File: config.mk
export PLATFORM = sky130hd
export DESIGN_NAME = shsl_mux_ctrl
export DESIGN_NICKNAME = d
export VERILOG_FILES = /design/src/rtl/shsl_pkg.sv /design/src/rtl/shsl_slot_timer.sv /design/src/rtl/shsl_led_bank.sv /design/src/rtl/shsl_sw_bank.sv /design/src/rtl/shsl_mux_ctrl.sv
export SDC_FILE = /design/constraint.sdc
export NUM_CORES = 1
export LEC_CHECK = 0
export CAP_MARGIN = 0
export CORE_MARGIN = 8
export CORE_UTILIZATION = 55
export DETAILED_ROUTE_END_ITERATION = 6
export PLACE_DENSITY = 0.81
export SETUP_SLACK_MARGIN = 0.1
export SLEW_MARGIN = 20
export SYNTH_ARGS = -nofsm -noshare
export SYNTH_HDL_FRONTEND = slang
export SYNTH_SLANG_ARGS = --single-unit
File: constraint.sdc
create_clock -name clk -period 2.3 [get_ports clk]
set_clock_uncertainty 0.1 [all_clocks]
set_input_delay 0.46 -clock clk [delete_from_list [all_inputs] [get_ports clk]]
set_output_delay 0.46 -clock clk [all_outputs]
set_load 0.005 [all_outputs]
File: src/rtl/shsl_pkg.sv
package shsl_pkg;
  localparam int ADDR_W      = 7;
  localparam int LED_BASE    = 'h58;
  localparam int SW_BASE     = 'h60;

  typedef enum logic [1:0] {
    HIT_NONE = 2'd0,
    HIT_LED  = 2'd1,
    HIT_SW   = 2'd2
  } hit_e;
endpackage

File: src/rtl/shsl_slot_timer.sv
module shsl_slot_timer #(
  parameter int SCLK_DIV   = 16,
  parameter int KBD_TICKS  = 4,
  parameter int IO_TICKS   = 12,
  parameter int NROWS      = 16,
  parameter int ROW_W      = 4,
  parameter int GUARD_CLKS = 4
) (
  input  logic             clk,
  input  logic             rst_n,
  output logic             kbd_o,
  output logic [ROW_W-1:0] row_o,
  output logic             io_open_o,
  output logic             sample_o
);
  localparam int SLOT   = KBD_TICKS + IO_TICKS;
  localparam int SLOT_W = $clog2(SLOT + 1);
  localparam int DIV_W  = $clog2(SCLK_DIV + 1);
  localparam int GRD_W  = $clog2(GUARD_CLKS + 1);
  localparam logic [DIV_W-1:0]  DIV_MAX  = DIV_W'(SCLK_DIV - 1);
  localparam logic [SLOT_W-1:0] SLOT_MAX = SLOT_W'(SLOT - 1);
  localparam logic [SLOT_W-1:0] SMP_POS  = SLOT_W'(SLOT - 2);
  localparam logic [SLOT_W-1:0] KBD_END  = SLOT_W'(KBD_TICKS);
  localparam logic [ROW_W-1:0]  ROW_MAX  = ROW_W'(NROWS - 1);
  localparam logic [GRD_W-1:0]  GRD_MAX  = GRD_W'(GUARD_CLKS);

  logic [DIV_W-1:0]  div_q,  div_d;
  logic [SLOT_W-1:0] slot_q, slot_d;
  logic [ROW_W-1:0]  row_q,  row_d;
  logic [GRD_W-1:0]  grd_q,  grd_d;
  logic              tick, slot_end, kbd, slot_en, row_en;

  always_comb begin
    tick     = (div_q == DIV_MAX);
    kbd      = (slot_q < KBD_END);
    slot_end = tick && (slot_q == SLOT_MAX);
    div_d    = tick ? '0 : div_q + 1'b1;
    slot_en  = tick;
    slot_d   = (slot_q == SLOT_MAX) ? '0 : slot_q + 1'b1;
    row_en   = slot_end;
    row_d    = (row_q == ROW_MAX) ? '0 : row_q + 1'b1;
    if (kbd)                  grd_d = '0;
    else if (grd_q == GRD_MAX) grd_d = grd_q;
    else                      grd_d = grd_q + 1'b1;
  end

  always_ff @(posedge clk or negedge rst_n) begin
    if (!rst_n) begin
      div_q  <= '0;
      slot_q <= '0;
      row_q  <= '0;
      grd_q  <= '0;
    end else begin
      div_q <= div_d;
      grd_q <= grd_d;
      if (slot_en) slot_q <= slot_d;
      if (row_en)  row_q  <= row_d;
    end
  end

  assign kbd_o     = kbd;
  assign row_o     = row_q;
  assign io_open_o = !kbd && (grd_q == GRD_MAX);
  assign sample_o  = tick && (slot_q == SMP_POS);
endmodule

File: src/rtl/shsl_led_bank.sv
module shsl_led_bank #(
  parameter int NCOL      = 11,
  parameter int LED_ROWS  = 8,
  parameter int LED_ROW_W = 3
) (
  input  logic                 clk,
  input  logic                 rst_n,
  input  logic                 wr_en_i,
  input  logic [LED_ROW_W-1:0] wr_idx_i,
  input  logic [NCOL-1:0]      wr_data_i,
  input  logic [LED_ROW_W-1:0] rd_idx_i,
  output logic [NCOL-1:0]      rd_data_o,
  input  logic [LED_ROW_W-1:0] drv_idx_i,
  output logic [NCOL-1:0]      drv_data_o
);
  logic [NCOL-1:0] led_q [LED_ROWS];

  for (genvar g = 0; g < LED_ROWS; g++) begin : g_led
    logic hit;
    assign hit = wr_en_i && (wr_idx_i == LED_ROW_W'(g));
    always_ff @(posedge clk or negedge rst_n) begin
      if (!rst_n)   led_q[g] <= '0;
      else if (hit) led_q[g] <= wr_data_i;
    end
  end

  assign rd_data_o  = led_q[rd_idx_i];
  assign drv_data_o = led_q[drv_idx_i];
endmodule

File: src/rtl/shsl_sw_bank.sv
module shsl_sw_bank #(
  parameter int NCOL  = 11,
  parameter int NROWS = 16,
  parameter int ROW_W = 4
) (
  input  logic             clk,
  input  logic             rst_n,
  input  logic             smp_en_i,
  input  logic [ROW_W-1:0] smp_row_i,
  input  logic [NCOL-1:0]  smp_data_i,
  input  logic             rd_en_i,
  input  logic [ROW_W-1:0] rd_idx_i,
  output logic [NCOL-1:0]  rd_data_o,
  output logic             rd_chg_o
);
  logic [NCOL-1:0] sw_q [NROWS];
  logic [NROWS-1:0] chg_q, chg_d;
  logic [NROWS-1:0] set_v, clr_v;

  for (genvar g = 0; g < NROWS; g++) begin : g_sw
    logic smp_hit;
    assign smp_hit  = smp_en_i && (smp_row_i == ROW_W'(g));
    assign set_v[g] = smp_hit && (smp_data_i != sw_q[g]);
    assign clr_v[g] = rd_en_i && (rd_idx_i == ROW_W'(g));
    always_ff @(posedge clk or negedge rst_n) begin
      if (!rst_n)       sw_q[g] <= '0;
      else if (smp_hit) sw_q[g] <= smp_data_i;
    end
  end

  always_comb chg_d = (chg_q & ~clr_v) | set_v;

  always_ff @(posedge clk or negedge rst_n) begin
    if (!rst_n) chg_q <= '0;
    else        chg_q <= chg_d;
  end

  assign rd_data_o = sw_q[rd_idx_i];
  assign rd_chg_o  = chg_q[rd_idx_i];
endmodule

File: src/rtl/shsl_mux_ctrl.sv
module shsl_mux_ctrl
  import shsl_pkg::*;
#(
  parameter int NCOL       = 11,
  parameter int NROWS      = 16,
  parameter int ROW_W      = 4,
  parameter int LED_ROWS   = 8,
  parameter int SCLK_DIV   = 16,
  parameter int KBD_TICKS  = 4,
  parameter int IO_TICKS   = 12,
  parameter int GUARD_CLKS = 4
) (
  input  logic              clk,
  input  logic              rst_n,
  output logic              kbd_phase_o,
  output logic [ROW_W-1:0]  row_o,
  input  logic [NCOL-1:0]   sw_col_i,
  output logic [NCOL-1:0]   led_col_o,
  output logic              led_oe_o,
  input  logic [ADDR_W-1:0] host_addr_i,
  input  logic              host_we_i,
  input  logic [NCOL-1:0]   host_wdata_i,
  input  logic              host_re_i,
  output logic [NCOL-1:0]   host_rdata_o,
  output logic              host_chg_o
);
  localparam int LED_ROW_W = (LED_ROWS > 1) ? $clog2(LED_ROWS) : 1;

  logic             kbd, io_open, sample;
  logic [ROW_W-1:0] row;
  logic [NCOL-1:0]  led_rd, led_drv, sw_rd;
  logic             sw_chg;
  hit_e             hit;
  int unsigned      addr_u;
  logic [ADDR_W-1:0] off_led, off_sw;
  logic [NCOL-1:0]  rdata_q, rdata_d;
  logic             chg_q, chg_d;
  logic             row_has_led;

  shsl_slot_timer #(
    .SCLK_DIV(SCLK_DIV), .KBD_TICKS(KBD_TICKS), .IO_TICKS(IO_TICKS),
    .NROWS(NROWS), .ROW_W(ROW_W), .GUARD_CLKS(GUARD_CLKS)
  ) u_timer (
    .clk(clk), .rst_n(rst_n), .kbd_o(kbd), .row_o(row),
    .io_open_o(io_open), .sample_o(sample)
  );

  always_comb begin
    addr_u  = int'(host_addr_i);
    off_led = host_addr_i - ADDR_W'(LED_BASE);
    off_sw  = host_addr_i - ADDR_W'(SW_BASE);
    if (addr_u >= LED_BASE && addr_u < LED_BASE + LED_ROWS)  hit = HIT_LED;
    else if (addr_u >= SW_BASE && addr_u < SW_BASE + NROWS)  hit = HIT_SW;
    else                                                     hit = HIT_NONE;
  end

  shsl_led_bank #(
    .NCOL(NCOL), .LED_ROWS(LED_ROWS), .LED_ROW_W(LED_ROW_W)
  ) u_led (
    .clk(clk), .rst_n(rst_n),
    .wr_en_i(host_we_i && hit == HIT_LED),
    .wr_idx_i(off_led[LED_ROW_W-1:0]),
    .wr_data_i(host_wdata_i),
    .rd_idx_i(off_led[LED_ROW_W-1:0]),
    .rd_data_o(led_rd),
    .drv_idx_i(row[LED_ROW_W-1:0]),
    .drv_data_o(led_drv)
  );

  shsl_sw_bank #(
    .NCOL(NCOL), .NROWS(NROWS), .ROW_W(ROW_W)
  ) u_sw (
    .clk(clk), .rst_n(rst_n),
    .smp_en_i(sample), .smp_row_i(row), .smp_data_i(sw_col_i),
    .rd_en_i(host_re_i && hit == HIT_SW),
    .rd_idx_i(off_sw[ROW_W-1:0]),
    .rd_data_o(sw_rd), .rd_chg_o(sw_chg)
  );

  always_comb begin
    row_has_led = (int'(row) < LED_ROWS);
    case (hit)
      HIT_LED: begin rdata_d = led_rd; chg_d = 1'b0;   end
      HIT_SW:  begin rdata_d = sw_rd;  chg_d = sw_chg; end
      default: begin rdata_d = '0;     chg_d = 1'b0;   end
    endcase
  end

  always_ff @(posedge clk or negedge rst_n) begin
    if (!rst_n) begin
      rdata_q <= '0;
      chg_q   <= 1'b0;
    end else if (host_re_i) begin
      rdata_q <= rdata_d;
      chg_q   <= chg_d;
    end
  end

  assign kbd_phase_o  = kbd;
  assign row_o        = row;
  assign led_oe_o     = io_open && row_has_led;
  assign led_col_o    = led_oe_o ? led_drv : '0;
  assign host_rdata_o = rdata_q;
  assign host_chg_o   = chg_q;
endmodule

==> out/qor.csv <==
metric;value;unit
status;finished with violations;
failing checks;negative setup slack;
worst slew pin tran;0.8598;ns
critical path type;flip-flop to primary output;
max cap viols;0;
commonest non-fill, non-tap cell in the layout;dfrtp_1;
initial antenna violation count;1;
Internal Power;10.47;mW
Mean Syn Cell Area;13.46;um2
post-synthesis compound-gate area fraction;2.255;%
DRT Pass-1 Iters;5;
Startpoint Class;flip-flop;
Leak;8.938;nW
Synth Area in Adders;0.6506;%
Clock Latency Late Sink;0.53;ns
Min-Delay Path Class;input port to async pin;
Logic pwr share;12.9;%
max incr delay on CP;0.50;ns
worst path cell trace;buf_6 > buf_12 > buf_16 > mux4_2 > mux2i_1 > nor2_1 > buf_2;
share of cells above drive strength 1;42.76;%
prevailing post-synth register cell;dfrtp_1;
Syn. warnings;0;
Initial Utilization;55.28;%
largest family of logic cells by synthesized area;multiplexers;
clock transition at the registers of the reported paths;0.07;ns
global-route wire length before repair;79610;um
sequential cell area;0.007734;mm2
Worst Path Arrival;2.14;ns
worst vdd ir;0.5048;mV
PortBufs;61;
dpl cells;1755;
IO Pins;62;
Residual DRC;0;
Nets;1468;
CTS buffer count;35;
Synth cell types;47;
CTS tree;built;
CP Data Required Time;1.74;ns
Total Routing Usage GR;27.25;%
Die Y;193.4;um
PD cells;660.6;mW/mm2
Die Span X;193.4;um
fillers;1984;
switch share;24.96;%
Core Util, Final;67.45;%
Num Clock Sinks;309;
via count;12431;
Synth async-reset ratio;100.0;%
gr ovfl total;0;
final worst path period share;117.4;%
Sw Pwr;3.483;mW
Post-Syn Nets;1328;
Clock Tree Root;clkbuf_16;
Max stage delay cell, worst path;mux4_2;
CP endpoint kind;primary output;
# diodes;0;
#FFs+latches synth;309;
Post-Route WL;52030;um
min Tclk post-route;2.701;ns
Synth Cell Area;0.01731;mm2
CTS Buffer Depth;3;
power share of the clock group;43.3;%
Final Max Slew Viols;0;
sequential share of power;43.7;%
Routed Antenna Nets;0;
Max FO, Critical Path;7;
fmax;0.3702;GHz
Final setup viols;12;
mux contribution to synthesized area;31.72;%
commonest cells after routing, fill and taps aside;dfrtp_1, xnor2_1, mux2_2, mux2_4, mux4_2;
total core area;0.03131;mm2
GPL Wtd Cong;0.9503;
fin worst setup slack;-0.4011;ns
multi-input logic area;0.009219;mm2
RSZ-0062 raised after global routing;true;
die area;0.03740;mm2
Simple-Gate Fraction of Synth Area;8.132;%
Syn Inst Count;1286;
R2R cell count;4;
drt first-iter violations;1470;
row count;65;
HPWL after DPL;32770;um
Post-synth EDFFs;0;
worst rel slew slack;42.47;%
mean number of vias per cell;6.712;
final hold viol count;0;
xor and xnor area share after synthesis;9.159;%
area grow syn2layout;22.02;%
vias in the first global route;12951;
WL/cell;28.10;um
pin count of the biggest net entering global routing;62;
post-synthesis sequential area ratio;44.67;%
Non-Filler Instances;1852;
# H-tree levels;2;
cells in the mapped netlist, types with 3 or more instances:
cell type / number / area (um2)
mux2_4: 90 / 1351
dfrtp_1: 309 / 7732
inv_1: 9 / 33.78
and4b_1: 5 / 50.05
nand3_4: 10 / 175.2
xnor2_1: 179 / 1568
a2111oi_0: 8 / 70.07
o21ai_0: 39 / 195.2
a21oi_1: 3 / 15.01
buf_2: 30 / 150.1
mux2_2: 178 / 2004
nor2b_1: 3 / 18.77
ha_1: 9 / 112.6
buf_1: 11 / 41.29
mux4_2: 89 / 2004
nor3_1: 19 / 95.09
nor2_1: 27 / 101.4
and3_1: 29 / 181.4
clkbuf_1: 62 / 232.7
mux2i_1: 13 / 130.1
a31oi_1: 4 / 25.02
buf_6: 10 / 112.6
nand2_1: 17 / 63.81
nand4_1: 44 / 275.3
and2_1: 3 / 18.77
nand3_1: 61 / 305.3
critical path: cells and delay by family (launching register included):
family,cells,cell delay (ns)
flops,1,0.44
mux,2,0.65
buf+inv,4,0.47
simple gates,1,0.05
kinds of logic (layout without fill, tap and decap cells):
| group | Yosys count | in the layout |
|---|---|---|
| XOR/XNOR | 181 | 181 |
| flip-flops | 309 | 309 |
| buffers and inverters | 123 | 282 |
| AND/OR/NAND/NOR | 230 | 235 |
| AO/OA/AOI/OAI | 64 | 64 |
| multiplexers | 370 | 370 |
| adder cells (fa/ha/maj) | 9 | 9 |
power groups by stage:
| stage | Clock, mW | Sequential, mW | Combinational, mW |
|---|---|---|---|
| 4_1_cts | 6.05 | 6.07 | 1.76 |
| 6_report | 6.04 | 6.10 | 1.81 |
| 3_5_place_dp | 0 | 6.16 | 1.74 |
| 3_3_place_gp | 0 | 6.14 | 1.68 |
| 5_1_grt | 6.30 | 6.13 | 1.90 |
| 2_1_floorplan | 0 | 6.05 | 1.10 |
repair_timing:
action,CTS,global route
pin swaps,11,10
endpoints found under the setup margin,148,190
buffers inserted,22,0
cloned,9,4
hold buffers,1,0
gates resized for setup,81,37
hold endpoints to repair,41,0
through the flow:
step / hold slack (ns) / TNS (ns) / setup slack (ns) / area (um2) / power, mW
after floorplan: 0.06441 / 0 / 0.1179 / 17330 / 7.155
after global placement: 0.3246 / -4.462 / -0.1309 / 19250 / 7.823
after detailed placement: 0.3292 / -9.786 / -0.2561 / 19250 / 7.897
after CTS: 0.3904 / -4.056 / -0.4203 / 20950 / 13.88
after global routing: 0.4131 / -4.869 / -0.4904 / 21120 / 14.32
final: 0.3768 / -4.067 / -0.4011 / 21120 / 13.95
per-layer routing:
metal | up-vias | share of wire [%] | global-route usage, %
li1 | 5013 | - | -
met1 | 6376 | 38 | 34.91
met2 | 806 | 47 | 42.49
met3 | 236 | 9.9 | 6.387
met4 | 0 | 5.7 | 14.99
met5 | - | 0 | 0
registers in the layout, summed over array words and instances, names as in the netlist:
name            flops
u_sw.chg_q         16
u_timer.grd_q       3
u_timer.slot_q      5
u_led.led_q        88
u_timer.row_o       4
u_timer.div_q       5
u_sw.sw_q         176
host_chg_o          1
host_rdata_o       11
final timing paths:
path                                   from               end  slack [ns]
hold / removal                        rst_n     u_sw.sw_q[97]        0.38
max in group asynchronous             rst_n   u_led.led_q[60]        0.99
setup / recovery           u_timer.row_o[0]      led_col_o[9]       -0.40
min in group clk           u_timer.div_q[4]  u_timer.div_q[4]        0.41
hold reg to reg            u_timer.div_q[4]  u_timer.div_q[4]        0.41
setup reg to reg           u_timer.row_o[2]    u_sw.sw_q[150]        0.14
area by class of cell:
cell class / count / area share [%]
clock buffers: 52 / 5.172
clock inverters: 9 / 0.7287
inverters: 9 / 0.1600
multi-input cells: 859 / 43.65
flip-flops and latches: 309 / 36.62
well taps: 402 / 2.382
repair buffers: 212 / 11.29
No activity file was read; power rests on OpenSTA's default activity.
